**src/rtl/ipc_sig_pkg.sv**
```systemverilog
package ipc_sig_pkg;
  // Register byte offsets; software depends on these values
  localparam logic [7:0] OFS_SEND = 8'h0C;
  localparam logic [7:0] OFS_RX   = 8'h10;
  localparam logic [7:0] OFS_EN   = 8'h14;
  localparam logic [7:0] OFS_DIS  = 8'h18;
  localparam logic [7:0] OFS_CLR  = 8'h1C;
  localparam logic [7:0] OFS_CCLR = 8'h38;

  localparam logic [31:0] NO_SIGNAL = 32'hFFFF_FFFF;

  typedef struct packed {
    logic [15:0] client;
    logic [15:0] signal;
  } sig_id_t;
endpackage

```
**src/rtl/ipc_sig_decode.sv**
```systemverilog
// Turns an identifier into a one-hot vector over the held signals.
// An identifier out of range gives an all-zero vector.
module ipc_sig_decode #(
  parameter int NUM_CLIENTS = 4,
  parameter int NUM_SIGNALS = 8,
  localparam int NBITS = NUM_CLIENTS * NUM_SIGNALS
) (
  input  ipc_sig_pkg::sig_id_t id,
  output logic [NBITS-1:0]     onehot
);
  for (genvar c = 0; c < NUM_CLIENTS; c++) begin : g_client
    for (genvar s = 0; s < NUM_SIGNALS; s++) begin : g_signal
      assign onehot[c*NUM_SIGNALS + s] = (id.client == 16'(c)) && (id.signal == 16'(s));
    end
  end
endmodule

```
**src/rtl/ipc_sig_client_mask.sv**
```systemverilog
// Selects all bits belonging to one client number.
module ipc_sig_client_mask #(
  parameter int NUM_CLIENTS = 4,
  parameter int NUM_SIGNALS = 8,
  localparam int NBITS = NUM_CLIENTS * NUM_SIGNALS
) (
  input  logic [15:0]      client,
  output logic [NBITS-1:0] mask
);
  for (genvar c = 0; c < NUM_CLIENTS; c++) begin : g_client
    assign mask[c*NUM_SIGNALS +: NUM_SIGNALS] = {NUM_SIGNALS{client == 16'(c)}};
  end
endmodule

```
**src/rtl/ipc_sig_prio.sv**
```systemverilog
// Lowest set index wins: lowest client first, then lowest signal.
module ipc_sig_prio #(
  parameter int NUM_CLIENTS = 4,
  parameter int NUM_SIGNALS = 8,
  localparam int NBITS = NUM_CLIENTS * NUM_SIGNALS
) (
  input  logic [NBITS-1:0] req,
  output logic             found,
  output logic [31:0]      id
);
  always_comb begin
    found = 1'b0;
    id    = ipc_sig_pkg::NO_SIGNAL;
    for (int i = NBITS - 1; i >= 0; i--) begin
      if (req[i]) begin
        found = 1'b1;
        id    = {16'(i / NUM_SIGNALS), 16'(i % NUM_SIGNALS)};
      end
    end
  end
endmodule

```
**src/rtl/ipc_sig_ctrl.sv**
```systemverilog
module ipc_sig_ctrl #(
  parameter int ADDR_W      = 8,
  parameter int NUM_CLIENTS = 4,
  parameter int NUM_SIGNALS = 8
) (
  input  logic              clk,
  input  logic              rst_n,
  input  logic [ADDR_W-1:0] bus_addr,
  input  logic              bus_we,
  input  logic [31:0]       bus_wdata,
  output logic [31:0]       bus_rdata,
  output logic              send_valid,
  output logic [31:0]       send_id,
  input  logic              sig_set_valid,
  input  logic [31:0]       sig_set_id,
  output logic              irq
);
  import ipc_sig_pkg::*;

  localparam int NBITS = NUM_CLIENTS * NUM_SIGNALS;

  // Reset: asserted asynchronously, released through two flops
  logic rst_meta_q, rst_sync_n;
  always_ff @(posedge clk or negedge rst_n) begin
    if (!rst_n) begin
      rst_meta_q <= 1'b0;
      rst_sync_n <= 1'b0;
    end else begin
      rst_meta_q <= 1'b1;
      rst_sync_n <= rst_meta_q;
    end
  end

  // Write decode
  logic wr_send, wr_en, wr_dis, wr_clr, wr_cclr;
  assign wr_send = bus_we && (bus_addr == ADDR_W'(OFS_SEND));
  assign wr_en   = bus_we && (bus_addr == ADDR_W'(OFS_EN));
  assign wr_dis  = bus_we && (bus_addr == ADDR_W'(OFS_DIS));
  assign wr_clr  = bus_we && (bus_addr == ADDR_W'(OFS_CLR));
  assign wr_cclr = bus_we && (bus_addr == ADDR_W'(OFS_CCLR));

  logic [NBITS-1:0] wr_hot, set_hot, cl_mask;

  ipc_sig_decode #(.NUM_CLIENTS(NUM_CLIENTS), .NUM_SIGNALS(NUM_SIGNALS)) u_dec_wr (
    .id(sig_id_t'(bus_wdata)), .onehot(wr_hot));
  ipc_sig_decode #(.NUM_CLIENTS(NUM_CLIENTS), .NUM_SIGNALS(NUM_SIGNALS)) u_dec_set (
    .id(sig_id_t'(sig_set_id)), .onehot(set_hot));
  ipc_sig_client_mask #(.NUM_CLIENTS(NUM_CLIENTS), .NUM_SIGNALS(NUM_SIGNALS)) u_cmask (
    .client(bus_wdata[15:0]), .mask(cl_mask));

  // State
  logic [NBITS-1:0] pend_q, pend_d, en_q, en_d;
  logic             pend_ce, en_ce;
  logic             send_valid_q;
  logic [31:0]      send_id_q;

  always_comb begin
    pend_d = pend_q;
    if (wr_clr)        pend_d = pend_d & ~wr_hot;
    if (wr_cclr)       pend_d = pend_d & ~cl_mask;
    if (sig_set_valid) pend_d = pend_d | set_hot;   // arrival beats clear
    pend_ce = sig_set_valid || wr_clr || wr_cclr;
  end

  always_comb begin
    en_d = en_q;
    if (wr_en)  en_d = en_d | wr_hot;
    if (wr_dis) en_d = en_d & ~wr_hot;
    en_ce = wr_en || wr_dis;
  end

  always_ff @(posedge clk or negedge rst_sync_n) begin
    if (!rst_sync_n) begin
      pend_q       <= '0;
      en_q         <= '0;
      send_valid_q <= 1'b0;
      send_id_q    <= '0;
    end else begin
      if (pend_ce) pend_q <= pend_d;
      if (en_ce)   en_q   <= en_d;
      send_valid_q <= wr_send;
      if (wr_send) send_id_q <= bus_wdata;
    end
  end

  assign send_valid = send_valid_q;
  assign send_id    = send_id_q;

  // Receive side
  logic        hit_found;
  logic [31:0] hit_id;

  ipc_sig_prio #(.NUM_CLIENTS(NUM_CLIENTS), .NUM_SIGNALS(NUM_SIGNALS)) u_prio (
    .req(pend_q & en_q), .found(hit_found), .id(hit_id));

  assign irq = hit_found;

  always_comb begin
    bus_rdata = '0;
    if (bus_addr == ADDR_W'(OFS_RX)) bus_rdata = hit_id;
  end
endmodule

```
**config.mk**
```make
export PLATFORM = sky130hd
export DESIGN_NAME = ipc_sig_ctrl
export DESIGN_NICKNAME = d
export VERILOG_FILES = /design/src/rtl/ipc_sig_pkg.sv /design/src/rtl/ipc_sig_decode.sv /design/src/rtl/ipc_sig_client_mask.sv /design/src/rtl/ipc_sig_prio.sv /design/src/rtl/ipc_sig_ctrl.sv
export SDC_FILE = /design/constraint.sdc
export NUM_CORES = 1
export LEC_CHECK = 0
export ABC_AREA = 0
export BUFFER_PORTS_ARGS = -buffer_cell sky130_fd_sc_hd__buf_2
export CAP_MARGIN = 20
export CORE_UTILIZATION = 48
export DETAILED_ROUTE_END_ITERATION = 8
export PLACE_DENSITY = 0.74
export SYNTH_ARGS = -nofsm -noshare
export SYNTH_HDL_FRONTEND = slang
export SYNTH_SLANG_ARGS = --single-unit
```
**constraint.sdc**
```tcl
create_clock -name clk -period 3 [get_ports clk]
set_input_delay 0.6 -clock clk [delete_from_list [all_inputs] [get_ports clk]]
set_output_delay 0.6 -clock clk [all_outputs]
set_load 0.005 [all_outputs]
```
# == Word-level counts from Yosys, hierarchy flattened ==
# Cells that the tools add are included.
# W data, S select, Z words.
# totals
ff_bits,99
in_bits,76
out_inout_bits,66
wordCells,186
# classes
n_eq_ne,26
mux,70
n_bitwise,8
n_reduce_logical,76
# ops
cell,count
$mux W32,38
$and A32 B32 Y32,4
$eq A16 B2 Y1 const B,8
$eq A16 B3 Y1 const B,8
$logic_and A1 B1 Y1,69
$eq A16 B1 Y1 const B,4
$logic_not A16 Y1,4
$not A32 Y32,2
$or A32 B32 Y32,2
$eq A8 B5 Y1 const B,4
$mux W1,32
$eq A8 B4 Y1 const B,1
$eq A8 B6 Y1 const B,1
$logic_or A1 B1 Y1,3

# == Depth between registers and ports, before layout ==
# Gate-level depths: netlist of run 1.
# logic_depth
word_depth,34
ltp_mapped,7
ltp_nobuf,5

# == Cells and area by module ==
# From an unflattened synthesis of run 1, not the netlist that was laid out.
# unflattened
cells_unflattened,668
hier_area_um2,6439.9
# by_module_without_submodules
mod,instances,cells_each,area_each_um2,seq_area_each_um2
ipc_sig_ctrl,1,414,4703.3,2477.4
ipc_sig_decode,2,62,402.9,0.0
ipc_sig_prio,1,91,616.8,0.0
ipc_sig_client_mask,1,39,314.1,0.0

# == Worst setup path before layout of run 1 ==
# Ideal clock, no wire load.
# synth_path
path_type,in2out
startpoint,input port bus_addr[2]
endpoint,output port bus_rdata[10]
arrival_time_ps,2711
required_ps,2400
path_slack_ps,-311
path_stages,4
path_buffers,1
cell_sequence,or4b_1 or3_1 nor2_1 buf_4
# synth_between
elab_chain_len,2
# synth_rtl
element,line_no,source
"start, declared",ipc_sig_ctrl.sv:8,"input logic [ADDR_W-1:0] bus_addr,"
$eq A8 B5 Y1,ipc_sig_ctrl.sv:100,if (bus_addr == ADDR_W'(OFS_RX)) bus_rdata = hit_id;
$mux W32,ipc_sig_ctrl.sv:100,
"end, declared",ipc_sig_ctrl.sv:11,"output logic [31:0] bus_rdata,"
# Every way passes these cells.

# == Final worst setup path of run 1 ==
# layout_path
startpoint,input port bus_addr[2]
endpoint,output port bus_rdata[0]
# The elaborated chain is that of the path after synthesis.

==> impl_metrics.py, run 1 <==
metrics = {
    "status": {
        "status": "completed",
    },
    "global_route": {
        "grt.total_usage_pct": 28.39,
        "grt_pass1_vias": 4853,
        "antenna_found_initial": 0,
        "grt_pass1_wl_microns": 25170,
        "grt_overflow": 0,
        "grt_max_degree": 59,
    },
    "worst_setup_path": {
        "critPathBufInv": 3,
        "required_ps": 2400,
        "crit_arrival_ps": 2280,
        "cpPeakStageDelay_ps": 540,
        "path_cells": "buf_2 -> or4b_4 -> or3_4 -> buf_4 -> a21oi_1 -> o21ai_1 -> a21oi_1 -> buf_2",
        "cpLargestDelayFamily": "simple AND/OR/NAND/NOR gates",
        "crit_fanout": 4,
        "start_kind": "input port",
        "slowest_stage": "or4b_4",
        "crit_path_end_kind": "output port",
        "worstSetupPathType": "input port to output port",
        "ff2ff_setup_slack_ps": 1790,
    },
    "cells_and_area": {
        "syn_to_final_growth_pct": 19.60,
        "diodes": 0,
        "instances_no_fill": 788,
        "drive_gt1_share_pct": 37.65,
        "final_nets": 719,
    },
    "placement": {
        "gp_congestion": 0.8800,
        "dp_hpwl_microns": 11300,
        "dp.cells": 772,
        "port_buffers": 141,
    },
    "route": {
        "drtPass1Iterations": 5,
        "drtIter0Drc": 352,
        "drcViolationCount": 0,
        "wl_microns": 15470,
        "vias_per_cell": 6.275,
        "ant_nets": 0,
        "num_vias": 4945,
        "drt-wirelength-per-cell_microns": 19.63,
    },
    "logic_synthesis": {
        "yosys_most_used_dff": "dfrtp_1",
        "yosys_warnings": 0,
        "synthTopCellsByArea": "dfrtp_1, mux2_2, a41oi_1, buf_4, o211ai_1",
        "synth_area_leader_cell": "dfrtp_1",
        "yosysSeqAreaShare_pct": 45.65,
        "ys_ff_latch": 99,
        "synthArstFlopShare_pct": 100.0,
        "synth-edff-count": 0,
        "synth_area_sq_mm": 0.005426,
        "syn_nets": 607,
        "syn_avg_cell_area_sq_um": 10.22,
        "synth_top_area_share_pct": 45.65,
        "syn_inst": 531,
        "yosysUniqueCellTypes": 52,
    },
    "timing": {
        "finalSetupTns_ps": 0,
        "rsz0062_at_grt": "false",
        "fin_skew_ps": 5.772,
        "finalHoldViolCount": 0,
        "final_max_slew_viol_count": 0,
        "relSlewSlack_pct": 48.97,
        "worst_pin_slew_ps": 765.4,
        "period_needed_ps": 2879,
        "fin_crit_sh_pct": 95.98,
        "max_freq_mhz": 347.3,
        "setup_viol": 0,
    },
    "power_and_ir_drop": {
        "power.density_mw_per_mm2": 439.9,
        "switchingPower_w": 0.0006178,
        "clkPwrFrac_pct": 45.6,
        "vdd_drop_max_mv": 0.2870,
        "power_w": 0.002855,
        "seqPwrFrac_pct": 48.4,
        "power.leakage_nw": 3.065,
        "switching_share_pct": 21.64,
        "comb_power_share_pct": 6.0,
        "p_int_w": 0.002237,
    },
    "flow_run": {
        "max_cap_violations": 0,
    },
    "clocking": {
        "clock_path_buffers": 2,
        "insertion_delay_ps": 350,
        "cts_made_buffers": 9,
        "cts_max_level": 3,
        "cts_setup_buffers": 0,
        "root_buffer": "clkbuf_16",
        "path_clk_slew_ps": 70,
        "cts_tree": "yes",
        "cts.sinks": 99,
        "ctsHoldBuffers": 0,
    },
    "floorplan": {
        "row_count": 38,
        "io_pins": 142,
        "die_area_sq_mm": 0.01173,
        "core_sq_mm": 0.01094,
        "initial_utilization_pct": 49.62,
        "die_y_microns": 108.3,
        "die_w_microns": 108.3,
    },
    "min_path": {
        "min-delay-path-class": "input port to async pin",
    },
}
-- worst paths after layout --
kind / startpoint / endpoint / cells after the start
min in group clk: rst_meta_q / rst_sync_n / 0
setup / recovery: bus_addr[2] / bus_rdata[0] / 8
hold reg to reg: rst_meta_q / rst_sync_n / 0
max in group asynchronous: rst_sync_n / en_q[5] / 1
setup reg to reg: rst_sync_n / en_q[5] / 1
hold / removal: rst_n / rst_meta_q / 1
-- cells in the mapped netlist, types with 4 or more instances --
| cell | instances |
|---|---|
| or4_1 | 6 |
| buf_2 | 8 |
| buf_4 | 28 |
| a41oi_1 | 25 |
| nand2_1 | 55 |
| mux2_2 | 32 |
| o21ai_0 | 23 |
| nand4_1 | 4 |
| nand2_2 | 4 |
| a21oi_1 | 21 |
| dfrtp_1 | 99 |
| a22o_1 | 4 |
| clkbuf_1 | 19 |
| or4b_2 | 4 |
| nor2_1 | 15 |
| nand3_1 | 24 |
| or3_1 | 4 |
| nor4_2 | 4 |
| o22ai_1 | 7 |
| o211ai_1 | 28 |
| nor2b_1 | 10 |
| nor3_1 | 4 |
| nor4_1 | 9 |
| nor4_4 | 7 |
| a32o_1 | 4 |
| a22oi_1 | 13 |
| o21ai_1 | 5 |
| nor3_2 | 5 |
| a31oi_1 | 26 |
-- kinds of logic after synthesis --
group                  Yosys count  synth area share [%]
DFF                             99                 45.65
and+or+nand+nor                176                 20.61
other                            1               0.06911
AOI/OAI and AO/OA              161                 20.20
muxes                           32                 6.641
buffers and inverters           62                 6.825
-- through the flow --
| stage | hold slack, ps | instance area, sq um | setup WS (ps) | utilization [%] |
|---|---|---|---|---|
| final | 21.15 | 6490 | 120.5 | 59.35 |
| after global routing | 8.366 | 6490 | 8.139 | 59.35 |
| after CTS | 13.76 | 6479 | 13.58 | 59.24 |
| after detailed placement | 340.3 | 6140 | 17.62 | 56.14 |
| after global placement | 337.8 | 6140 | 74.46 | 56.14 |
| after floorplan | 304.4 | 5429 | 21.45 | - |
-- area by class of cell --
class | count | area, sq um
fill | 940 | 4446
multi-input combinational | 370 | 2635
sequential | 99 | 2481
timing repair buffer | 160 | 848.3
clock buffer | 13 | 270.3
tap | 140 | 175.2
clock inverter | 3 | 68.82
inverter | 3 | 11.26
-- power by group through the flow --
stage          registers, W   logic, W  clock network [W]
2_1_floorplan       0.00141  0.0000559                  0
3_3_place_gp        0.00141   0.000164                  0
3_5_place_dp        0.00141   0.000171                  0
4_1_cts             0.00138   0.000171            0.00132
5_1_grt             0.00139   0.000187            0.00139
6_report            0.00138   0.000171            0.00130
-- per-layer routing --
| metal | vias to the layer above | track usage [%] | share of wire, % |
|---|---|---|---|
| met5 | - | 0 | 0 |
| met1 | 2401 | 36.37 | 40 |
| li1 | 2252 | - | - |
| met4 | 0 | 11.97 | 2.6 |
| met3 | 29 | 6.932 | 8.7 |
| met2 | 263 | 45.91 | 48 |
-- registers in the layout, indices dropped and copies added (netlist names) --
name,flops
en_q,32
rst_sync_n,1
send_valid,1
rst_meta_q,1
send_id,32
pend_q,32
-- cell usage in the layout (no fill, tap or decap), types with 4 or more instances in the layout --
cell type / Yosys / layout
nand3_1: 24 / 24
a22o_1: 4 / 4
a31oi_1: 26 / 26
o21ai_1: 5 / 6
nor2b_1: 10 / 10
a32o_1: 4 / 4
buf_4: 28 / 19
nor2_1: 15 / 13
o21ai_0: 23 / 22
mux2_2: 32 / 32
clkbuf_16: 0 / 9
o22ai_1: 7 / 7
or4b_2: 4 / 4
buf_2: 8 / 141
nor4_4: 7 / 10
a41oi_1: 25 / 25
or4_1: 6 / 6
a22oi_1: 13 / 13
a21oi_1: 21 / 21
nand2_2: 4 / 4
nand2_1: 55 / 55
nand4_1: 4 / 4
nor3_2: 5 / 7
nor4_1: 9 / 9
dfrtp_1: 99 / 98
o211ai_1: 28 / 28
-- timing repair --
action / CTS / global route
hold endpoints to repair: 0 / 0
endpoints found under the setup margin: 0 / 4
resized for setup: 0 / 4
No activity file was read; power rests on OpenSTA's default activity.
==> run 2: changes to the inputs <==
- CORE_UTILIZATION: 48 -> 50
- SYNTH_HIERARCHICAL: unset -> 1
==> run 2 against run 1 <==
Effect of this change: die area is 14% higher; sequential cell count did not move; highest routed layer unchanged; combinational power is 44% higher; clock power fell by 7%; maximum frequency up 0.35%; via count rose by 21%; global-route usage increased by 0.16 points; clock-buffer cell count is 2 higher; area after synthesis up 19%.
==> impl_metrics.py, run 2 <==
metrics = {
    "logic_synthesis": {
        "synthTopCellsByCount": "dfrtp_1, nand4_1, nor2_1, and2_1, buf_4",
        "yosys_warnings": 6,
        "synthTopCellsByArea": "dfrtp_1, nand4_1, and2_1, buf_4, mux2_1",
        "synth_area_sq_mm": 0.006440,
        "synth_simple_gate_area_share_pct": 32.37,
        "yosysMostFrequentCell": "dfrtp_1",
        "yosysSeqAreaShare_pct": 38.47,
        "synthArstFlopShare_pct": 100.0,
        "yosys_most_used_dff": "dfrtp_1",
        "synthXorXnorAreaFrac_pct": 0,
        "synth_area_leader_cell": "dfrtp_1",
        "ys_ff_latch": 99,
        "synth_top_area_share_pct": 38.47,
        "syn_nets": 744,
        "synth.area.mux_share_pct": 5.595,
        "synthAdderAreaFrac_pct": 0,
        "syn_inst": 668,
        "synth-edff-count": 0,
        "synth_compound_area_share_pct": 14.12,
        "yosysUniqueCellTypes": 50,
        "synth_top_family_by_area": "simple AND/OR/NAND/NOR gates",
        "syn_avg_cell_area_sq_um": 9.641,
    },
    "timing": {
        "finalSetupTns_ps": 0,
        "max_freq_mhz": 348.5,
        "holdWs_ps": 28.38,
        "relSlewSlack_pct": 45.53,
        "setup_viol": 0,
        "period_needed_ps": 2870,
        "final_max_slew_viol_count": 0,
        "fin_skew_ps": 6.547,
        "fin_crit_sh_pct": 95.65,
        "finalHoldViolCount": 0,
        "worst_pin_slew_ps": 817.0,
        "rsz0062_at_grt": "false",
    },
    "floorplan": {
        "die_area_sq_mm": 0.01334,
        "initial_utilization_pct": 51.24,
        "core_sq_mm": 0.01257,
        "row_count": 41,
        "die_w_microns": 115.5,
        "die_y_microns": 115.5,
        "io_pins": 142,
    },
    "clocking": {
        "cts_setup_buffers": 0,
        "cts.sinks": 99,
        "path_clk_slew_ps": 60,
        "cts_made_buffers": 9,
        "cts_tree": "yes",
        "postCtsResizedCells": 0,
        "ctsHoldBuffers": 0,
        "root_buffer": "clkbuf_16",
        "clock_path_buffers": 2,
        "insertion_delay_ps": 350,
        "cts_max_level": 3,
    },
    "min_path": {
        "min-delay-path-class": "input port to async pin",
    },
    "cells_and_area": {
        "syn_to_final_growth_pct": 13.15,
        "final_nets": 819,
        "final_cell_mix": "buf_2, dfrtp_1, nand4_1",
        "diodes": 0,
        "post-route-cell-area_sq_mm": 0.007287,
        "drive_gt1_share_pct": 27.81,
        "fillers": 1097,
        "mostFrequentLayoutCell": "buf_2",
    },
    "power_and_ir_drop": {
        "power.density_mw_per_mm2": 389.1,
        "p_int_w": 0.002167,
        "switching_share_pct": 23.57,
        "power.leakage_nw": 3.251,
        "comb_power_share_pct": 8.7,
        "switchingPower_w": 0.0006684,
        "clkPwrFrac_pct": 42.5,
        "seqPwrFrac_pct": 48.8,
        "vdd_drop_max_mv": 0.3007,
    },
    "worst_setup_path": {
        "worstSetupPathType": "register to output port",
        "crit_fanout": 28,
        "slowest_stage": "nor4_2",
        "start_kind": "register",
        "crit_path_frequent_cell": "and2_1",
        "crit_arrival_ps": 2270,
        "crit_path_end_kind": "output port",
        "cpPeakStageDelay_ps": 430,
        "required_ps": 2400,
        "path_cells": "and2_1 -> nor4_2 -> nand2_1 -> nor4_4 -> buf_6 -> and2_1 -> buf_2",
    },
    "placement": {
        "placed_area_sq_mm": 0.006964,
        "port_buffers": 141,
        "gp_congestion": 0.9943,
        "dp_hpwl_microns": 12700,
    },
    "global_route": {
        "grt_pass1_wl_microns": 29330,
        "grt_max_degree": 62,
        "antenna_found_initial": 0,
        "grt.total_usage_pct": 28.56,
        "grt_pass1_vias": 5896,
        "grt_overflow": 0,
    },
    "route": {
        "drcViolationCount": 0,
        "drtPass1Iterations": 5,
        "wl_microns": 18300,
        "drt-wirelength-per-cell_microns": 19.89,
        "ant_nets": 0,
        "vias_per_cell": 6.495,
        "drtIter0Drc": 541,
        "num_vias": 5975,
    },
    "status": {
        "status": "completed",
    },
    "flow_run": {
        "max_cap_violations": 0,
    },
}
-- run 2: area by class of cell --
class | count | area (sq um) | area share, %
Clock buffer | 15 | 277.8 | 3.812
Clock inverter | 1 | 30.03 | 0.4121
Inverter | 4 | 15.01 | 0.2060
Multi-Input combinational cell | 467 | 3401 | 46.67
Sequential cell | 99 | 2481 | 34.05
Tap cell | 172 | 215.2 | 2.953
Timing Repair Buffer | 162 | 867.1 | 11.90
-- run 2: path summary, 6_finish.rpt --
path                            start  depth (start not counted)       endpoint  slack, ps
min in group clk           rst_meta_q                          0     rst_sync_n        360
max in group asynchronous  rst_sync_n                          1     send_id[6]       1800
hold / removal                  rst_n                          1     rst_sync_n         30
setup reg to reg           rst_sync_n                          1     send_id[6]       1800
setup / recovery             register                          7  bus_rdata[15]        130
hold reg to reg            rst_meta_q                          0     rst_sync_n        360
-- run 2: cell families (layout without fill, tap and decap cells) --
kind of cell	after synthesis	after routing
AOI/OAI and AO/OA	116	116
buffers and inverters	102	182
DFF	99	99
muxes	32	32
other	1	1
and+or+nand+nor	318	318
-- run 2: power by group through the flow --
stage	combinational [W]	clock (W)	sequential (W)
3_5_place_dp	0.000246	0	0.00141
4_1_cts	0.000246	0.00122	0.00138
6_report	0.000247	0.00121	0.00138
3_3_place_gp	0.000236	0	0.00141
2_1_floorplan	0.0000918	0	0.00141
5_1_grt	0.000268	0.00126	0.00139
-- run 2: worst max-delay path: cells and delay by family (launching register included) --
family / cells / cell delay [ps]
flip-flops: 1 / 380
buffers and inverters: 2 / 320
AND/OR/NAND/NOR: 5 / 1220
-- run 2: per-stage QoR --
step	setup slack [ps]	power, W	utilization, %	cells
6_report	130.5	0.002836	57.98	920
5_1_grt	34.29	0.002919	57.98	920
3_3_place_gp	518.4	0.001643	55.41	904
2_1_floorplan	38.10	0.001504	-	668
4_1_cts	82.67	0.002849	57.86	920
3_5_place_dp	433.4	0.001654	55.41	904
-- run 2: layer usage --
metal,global-route usage [%],part of all wire (%),up-vias,routed length [microns]
met2,47.27,46,375,8407
met1,35.56,40,2877,7327
met3,5.387,10,51,1862
met5,0,0,-,0
li1,-,-,2672,-
met4,15.15,3.8,0,703
==> run 3: changes to the inputs <==
- ABC_AREA: 0 -> unset
- CAP_MARGIN: 20 -> 10
- PLACE_DENSITY: 0.74 -> 0.77
==> run 3 against run 2 <==
Effect of this change: sequential cell count stayed put; via count is 0.99% higher; critical path depth stayed put; clock skew is 2.8 ps higher; sequential share of layout area is 0.24 points lower; clock-buffer cell count is 4 lower; critical endpoint is now bus_rdata[2]; largest cell class unchanged; largest power group unchanged.
==> impl_metrics.py, run 3 (synthesis results as in run 2) <==
metrics = {
    "status": {
        "status": "completed",
    },
    "timing": {
        "worst_pin_slew_ps": 832.6,
        "max_freq_mhz": 349.5,
        "rsz0062_at_grt": "false",
        "fin_crit_sh_pct": 95.36,
        "final_max_slew_viol_count": 0,
        "period_needed_ps": 2861,
        "finalSetupTns_ps": 0,
        "fin_skew_ps": 9.344,
        "setup_viol": 0,
        "relSlewSlack_pct": 44.49,
        "finalHoldViolCount": 0,
    },
    "global_route": {
        "grt_max_degree": 98,
        "grt.total_usage_pct": 28.46,
        "grt_overflow": 0,
        "grt_pass1_wl_microns": 29040,
        "grt_pass1_vias": 5799,
        "antenna_found_initial": 0,
    },
    "route": {
        "num_vias": 6034,
        "drt-wirelength-per-cell_microns": 19.76,
        "drtIter0Drc": 602,
        "drcViolationCount": 0,
        "drtPass1Iterations": 6,
        "ant_nets": 0,
        "vias_per_cell": 6.580,
        "wl_microns": 18120,
    },
    "power_and_ir_drop": {
        "p_int_w": 0.002288,
        "switchingPower_w": 0.0006807,
        "power.density_mw_per_mm2": 404.5,
        "seqPwrFrac_pct": 46.6,
        "power.leakage_nw": 3.273,
        "switching_share_pct": 22.93,
        "vdd_drop_max_mv": 0.3431,
        "comb_power_share_pct": 8.4,
        "clkPwrFrac_pct": 45.0,
    },
    "worst_setup_path": {
        "cpLargestDelayFamily": "simple AND/OR/NAND/NOR gates",
        "ff2ff_setup_slack_ps": 1900,
        "crit_path_end_kind": "output port",
        "worstSetupPathType": "register to output port",
        "critPathBufInv": 1,
        "required_ps": 2400,
        "path_cells": "and2_1 -> or4_1 -> o21ai_1 -> a21bo_1 -> a21boi_1 -> and2_1 -> buf_2",
        "cpPeakStageDelay_ps": 560,
        "crit_arrival_ps": 2260,
        "slowest_stage": "or4_1",
        "crit_path_frequent_cell": "and2_1",
        "crit_fanout": 5,
        "start_kind": "register",
    },
    "floorplan": {
        "die_y_microns": 115.5,
        "core_sq_mm": 0.01257,
        "row_count": 41,
        "initial_utilization_pct": 51.24,
        "io_pins": 142,
        "die_area_sq_mm": 0.01334,
        "die_w_microns": 115.5,
    },
    "placement": {
        "dp_hpwl_microns": 12320,
        "dp.cells": 901,
        "port_buffers": 141,
        "gp_congestion": 0.9638,
    },
    "clocking": {
        "cts_tree": "yes",
        "insertion_delay_ps": 350,
        "cts.sinks": 99,
        "ctsHoldBuffers": 0,
        "path_clk_slew_ps": 60,
        "clock_path_buffers": 2,
        "root_buffer": "clkbuf_16",
        "cts_max_level": 3,
        "cts_made_buffers": 9,
    },
    "cells_and_area": {
        "mostFrequentLayoutCell": "buf_2",
        "diodes": 0,
        "fillers": 1088,
        "post-route-util_pct": 58.40,
        "final_nets": 816,
        "drive_gt1_share_pct": 27.65,
        "final_cell_mix": "buf_2, dfrtp_1, nand4_1",
        "syn_to_final_growth_pct": 13.97,
        "instances_no_fill": 917,
    },
    "flow_run": {
        "max_cap_violations": 0,
    },
    "min_path": {
        "min-delay-path-class": "input port to async pin",
    },
}
## run 3: cell count changes in the layout (fill, tap and decap cells not counted)
cell / delta
buf_12: +3
buf_4: -6
bufinv_16: +2
clkbuf_1: -2
clkbuf_8: -2
clkinv_2: +2
nor4_1: +1
nor4_2: -2
nor4_4: +1
## run 3: cell type report
class | count | area, sq um | area share (%)
clock buffer | 11 | 242.7 | 3.307
clock inverter | 5 | 100.1 | 1.364
inverter | 4 | 15.01 | 0.2046
multi-input combinational | 467 | 3403 | 46.37
sequential | 99 | 2481 | 33.80
tap | 172 | 215.2 | 2.932
timing repair buffer | 159 | 882.1 | 12.02
## run 3: power groups by stage
stage                     clock, W  combinational (W)  sequential, W
after floorplan                  0          0.0000918        0.00141
after CTS                  0.00135           0.000248        0.00139
after detailed placement         0           0.000247        0.00141
after global routing       0.00141           0.000269        0.00139
final                      0.00134           0.000249        0.00138
after global placement           0           0.000238        0.00141
## run 3: final timing paths
path,start,cells after the start,endpoint
setup reg to reg,rst_sync_n,1,async pin
hold reg to reg,rst_meta_q,0,rst_sync_n
setup / recovery,pend_q[22],7,bus_rdata[2]
max in group asynchronous,rst_sync_n,1,async pin
min in group clk,rst_meta_q,0,rst_sync_n
hold / removal,rst_n,1,rst_sync_n
## run 3: what timing repair did
item | CTS | global route
endpoints found under the setup margin | 0 | 28
resized for setup | 0 | 3
endpoints found under the hold margin | 0 | 0
setup buffers | 0 | 0
## run 3: routing by layer
metal / global-route usage, % / vias to the layer above / routed length, microns
met5: 0 / - / 0
met4: 16.02 / 0 / 750
met3: 5.701 / 67 / 1954
met2: 45.51 / 376 / 8391
met1: 36.26 / 2913 / 7023
li1: - / 2678 / -
## run 3: through the flow
stage | instance area (sq um) | hold slack [ps] | power, W | setup slack [ps]
floorplan | 6440 | 304.4 | 0.001504 | 38.10
global placement | 6979 | 338.7 | 0.001645 | 523.6
detailed placement | 6979 | 342.8 | 0.001657 | 419.3
CTS | 7322 | 19.37 | 0.002986 | 84.57
global route | 7340 | 24.24 | 0.003065 | 5.889
finish | 7340 | 24.65 | 0.002969 | 139.1
